`src/rtl/edge_irq_port.sv`:
```
module edge_irq_port (
  input  logic        clk,
  input  logic        rst_n,
  input  logic        bus_sel,
  input  logic        bus_wr,
  input  logic        bus_half,
  input  logic [2:0]  bus_addr,
  input  logic [15:0] bus_wdata,
  output logic [15:0] bus_rdata,
  input  logic [7:0]  pin_in,
  output logic [7:0]  pin_out,
  output logic [7:0]  pin_oe,
  output logic [7:1]  irq_req
);
  localparam logic [2:0] A_TRIG = 3'd0, A_DIR = 3'd2, A_ENA = 3'd3,
                         A_OUT  = 3'd4, A_PIN = 3'd5, A_FLAG = 3'd6;

  logic [15:0] trig_q;
  logic [7:0]  dir_q, ena_q, out_q, flag_q;
  logic [7:0]  meta_q, sync_q, prev_q;
  logic [7:0]  hit, flag_view, flag_next, clr;
  logic        we_half, we_byte;

  assign we_half = bus_sel & bus_wr & bus_half;
  assign we_byte = bus_sel & bus_wr & ~bus_half;
  assign clr     = (we_byte && bus_addr == A_FLAG) ? bus_wdata[7:0] : 8'h00;

  always_comb begin
    logic [1:0] mode;
    hit       = '0;
    flag_view = '0;
    flag_next = '0;
    for (int i = 1; i < 8; i++) begin
      mode         = trig_q[2*i +: 2];
      hit[i]       = (mode[0] & sync_q[i] & ~prev_q[i]) | (mode[1] & ~sync_q[i] & prev_q[i]);
      flag_view[i] = (mode == 2'b00) ? ~sync_q[i] : flag_q[i];
      flag_next[i] = (mode == 2'b00) ? 1'b0 : ((flag_q[i] & ~clr[i]) | hit[i]);
    end
  end

  always_ff @(posedge clk or negedge rst_n) begin
    if (!rst_n) begin
      trig_q <= '0;
      dir_q  <= '0;
      ena_q  <= '0;
      out_q  <= '0;
      flag_q <= '0;
      meta_q <= '0;
      sync_q <= '0;
      prev_q <= '0;
    end else begin
      meta_q <= pin_in;
      sync_q <= meta_q;
      prev_q <= sync_q;
      flag_q <= flag_next;
      if (we_half && bus_addr == A_TRIG) trig_q <= bus_wdata;
      if (we_byte) begin
        case (bus_addr)
          A_DIR:   dir_q <= bus_wdata[7:0];
          A_ENA:   ena_q <= bus_wdata[7:0];
          A_OUT:   out_q <= bus_wdata[7:0];
          default: ;
        endcase
      end
    end
  end

  always_comb begin
    case (bus_addr)
      A_TRIG:  bus_rdata = trig_q;
      A_DIR:   bus_rdata = {8'h00, dir_q};
      A_ENA:   bus_rdata = {8'h00, ena_q};
      A_OUT:   bus_rdata = {8'h00, out_q};
      A_PIN:   bus_rdata = {8'h00, sync_q};
      A_FLAG:  bus_rdata = {8'h00, flag_view};
      default: bus_rdata = 16'h0000;
    endcase
  end

  assign pin_out = out_q;
  assign pin_oe  = dir_q;
  assign irq_req = flag_view[7:1] & ena_q[7:1] & ~dir_q[7:1];
endmodule


```
`config.mk`:
```
export PLATFORM = sky130hd
export DESIGN_NAME = edge_irq_port
export DESIGN_NICKNAME = d
export VERILOG_FILES = /design/src/rtl/edge_irq_port.sv
export SDC_FILE = /design/constraint.sdc
export NUM_CORES = 1
export LEC_CHECK = 0
export BUFFER_PORTS_ARGS = -buffer_cell sky130_fd_sc_hd__clkbuf_2
export CAP_MARGIN = 25
export CORE_UTILIZATION = 55
export CTS_CLUSTER_SIZE = 12
export DETAILED_ROUTE_END_ITERATION = 12
export HOLD_SLACK_MARGIN = 0.12
export PLACE_DENSITY_LB_ADDON = 0.1
export SLEW_MARGIN = 20
export SYNTH_ARGS = -nofsm -noshare
export SYNTH_HDL_FRONTEND = slang
export SYNTH_SLANG_ARGS = --single-unit
```
`constraint.sdc`:
```
create_clock -name clk -period 2.89 [get_ports clk]
set_input_delay 0.289 -clock clk [delete_from_list [all_inputs] [get_ports clk]]
set_output_delay 0.289 -clock clk [all_outputs]
set_load 0.005 [all_outputs]
```
==> results.yml <==
status:
  status: "complete, no violations"
global_route:
  grt_max_degree: 39
  gr-total-overflow: 0
  antenna_found_initial: 0
  grt_pass1_wl_mm: 11.5
  grt_pass1_vias: 2311
  grt_use_total_pct: 25.6
timing:
  fin_tns_setup_ns: 0
  setup-violations-final: 0
  skew_ns: 0.00534
  rsz0062_at_grt: "no"
  hold_viol_final: 0
  setup_slack_ns: 0.862
  worst_pin_slew_ns: 0.847
  slew_headroom_pct: 43.5
  post-route-period-util_pct: 70.2
  drv_slew: 0
  fin_crit_ns: 2.03
  fmax_ghz: 0.493
route:
  drtIter0Drc: 126
  routedWlPerCell_um: 17.4
  num_vias: 2331
  postRouteAntennaNets: 0
  drc_errors: 0
  wirelength_mm: 7.19
  routed_via_density: 5.66
  dr.pass1.iters: 4
min_path:
  holdCritStartpoint: "bus_wdata[9]"
  whs_path_depth: 2
  hold_class: "input port to register"
  min_to: "trig_q[9]"
pwr:
  vdd_ir_drop_max_v: 0.000397
  leakage_nw: 1.96
  total_power_mw: 2.42
  powerDensity_nw_per_um2: 625
finish:
  nNetsFinal: 369
  drive_gt1_share_pct: 32.9
  diodes: 0
  syn2layout_area_growth_pct: 21.3
  multi_input_area_sq_um: 1340
  ff_latch_area_sq_um: 1750
  fillers: 415
worst_setup_path:
  cp_num_cells: 7
  crit_arrival_ns: 1.74
  reg2reg_depth: 3
  crit_family: "buffers and inverters"
  crit_slowest_cell: "nor2b_1"
  slowest_delay_ns: 0.36
  critPathLaunchType: "input port"
  critPathMaxFanout: 12
  crit_buf_inv: 4
  crit_type: "input port to output port"
  cp.required_ns: 2.60
  path_cells: "clkbuf_2, buf_4, nor2b_1, buf_4, nand2_1, o221ai_1, clkbuf_2"
  worstReg2RegEnd: "flag_q[4]"
  crit_path_end_kind: "output port"
  reg2reg_from: "trig_q[9]"
  rrSetupSlack_ns: 1.61
synthesis:
  synth_cells: 253
  avgSynthCellArea_sq_um: 12.6
  synth_nets: 285
  yosys_warnings: 0
  ys_seq_elements: 70
  synth_area_sq_um: 3190
  synth_ff_type: "dfrtp_1"
  synth_edf_count: 0
  ys_seq_area_share_pct: 54.9
  ys_types: 41
  async_flop_share_pct: 100
cts:
  clock_sinks: 70
  clk_pin_slew_worst_paths_ns: 0.07
  cts_tree: "yes"
  root_buffer: "clkbuf_8"
  worst_skew_pair.late_latency_ns: 0.34
  cts_buffer_depth: 2
  post-cts-setup-buffers: 0
  htreeDepth: 3
  cts_resized: 0
  cts_made_buffers: 9
place:
  dp_hpwl_mm: 4.94
  pre_cts_ws_ns: 0.678
  place.gp.congestion: 0.820
  port_buffers: 70
floorplanning:
  core-area_sq_um: 5540
  num_rows: 27
  die_height_um: 78.2
  die_area_sq_um: 6110
  initial_utilization_pct: 57.6
  die_x_um: 78.2
  ioPinCount: 71
run:
  drv_cap: 0
-- placed cells by master (no fill, tap or decap), types with 2 or more instances in the layout --
master | Yosys | layout
dfrtp_1 | 70 | 70
clkbuf_2 | 0 | 69
mux2_1 | 25 | 25
o21ai_0 | 13 | 13
nand2_1 | 12 | 12
clkbuf_8 | 0 | 12
mux2i_1 | 11 | 11
mux2_2 | 11 | 11
o21a_1 | 9 | 9
dlygate4sd3_1 | 0 | 9
and2_1 | 8 | 8
mux2_4 | 8 | 8
inv_1 | 7 | 7
buf_4 | 2 | 7
nand3_1 | 6 | 6
a21oi_1 | 6 | 6
nor3_1 | 5 | 5
nor2_1 | 4 | 4
a221oi_1 | 4 | 4
a311o_1 | 4 | 4
a31oi_1 | 4 | 4
o211a_1 | 4 | 4
nand3b_1 | 4 | 4
a21o_1 | 4 | 4
nand2b_1 | 3 | 3
o22ai_1 | 2 | 2
nor3b_1 | 2 | 2
and3b_1 | 2 | 2
-- power breakdown --
group | switching (mW) | internal [mW] | total [mW]
clock | 0.341 | 0.372 | 0.713
sequential | 0.125 | 1.13 | 1.26
combinational | 0.201 | 0.251 | 0.452
total | 0.667 | 1.75 | 2.42
-- synthesized netlist by cell type (4+ instances only) --
library cell / n / share of area (%)
o21ai_0: 13 / 2.0
nand2_1: 12 / 1.4
nor3_1: 5 / 0.78
nor2_1: 4 / 0.47
a221oi_1: 4 / 1.1
nand3_1: 6 / 0.94
buf_2: 4 / 0.63
a21o_1: 4 / 0.94
mux2i_1: 11 / 3.4
a21oi_1: 6 / 0.94
dfrtp_1: 70 / 55
clkbuf_1: 4 / 0.47
mux2_1: 25 / 8.8
mux2_4: 8 / 3.8
nand3b_1: 4 / 0.94
and2_1: 8 / 1.6
mux2_2: 11 / 3.9
a311o_1: 4 / 1.3
o211a_1: 4 / 1.3
o21a_1: 9 / 2.1
inv_1: 7 / 0.82
a31oi_1: 4 / 0.78
-- how the worst max path moves through the flow --
| stage | startpoint | to | slack [ns] |
|---|---|---|---|
| finish | bus_addr[2] | bus_rdata[7] | 0.86 |
| global route | bus_addr[2] | bus_rdata[7] | 0.65 |
| CTS | bus_addr[2] | bus_rdata[7] | 0.88 |
| detailed placement | bus_addr[1] | ena_q[5] | 0.68 |
| global placement | bus_addr[1] | ena_q[7] | 0.73 |
| floorplan | bus_addr[0] | trig_q[10] | 1.24 |
-- logic make-up (layout without fill, tap and decap cells) --
| group | after synthesis | in the layout | synth area share, % |
|---|---|---|---|
| AND/OR/NAND/NOR | 53 | 53 | 9.80 |
| multiplexers | 55 | 55 | 19.9 |
| flip-flops | 70 | 70 | 54.9 |
| AO/OA/AOI/OAI | 55 | 55 | 12.2 |
| buffers and inverters | 20 | 107 | 3.21 |
-- per-stage QoR --
step / instances / utilization (%) / instance area, sq um / hold slack [ns]
final: 412 / 69.9 / 3870 / 0.162
after floorplan: 253 / - / 3190 / -0.00659
after detailed placement: 389 / 65.1 / 3610 / 0.338
after CTS: 412 / 69.9 / 3870 / 0.155
after global routing: 412 / 69.9 / 3870 / 0.155
after global placement: 389 / 65.1 / 3610 / 0.334
-- layout make-up --
type	instances	area share, %
clock buffers	13	4.36
clock inverters	1	0.129
inverters	7	0.679
multi-input cells	163	34.5
flip-flops and latches	70	45.2
well taps	72	2.33
repair buffers	86	12.7
-- per-layer routing --
metal / share of wire (%) / GRT usage [%] / vias to the layer above
li1: - / - / 1098
met1: 47 / 33.8 / 1138
met2: 47 / 40.8 / 85
met3: 4.1 / 5.23 / 10
met4: 1.5 / 11.9 / 0
met5: 0 / 0 / -
-- repair_timing --
action | 4_1_cts | 5_1_grt
setup endpoints to repair | 0 | 0
hold endpoints to repair | 44 | 0
hold buffers | 9 | 0
-- registers in the layout, summed over array words and instances (netlist names) --
register	flops
trig_q	16
flag_q	7
ena_q	8
pin_out	8
meta_q	8
sync_q	8
prev_q	7
pin_oe	8
Note: power is estimated with default switching activity, not from simulation.
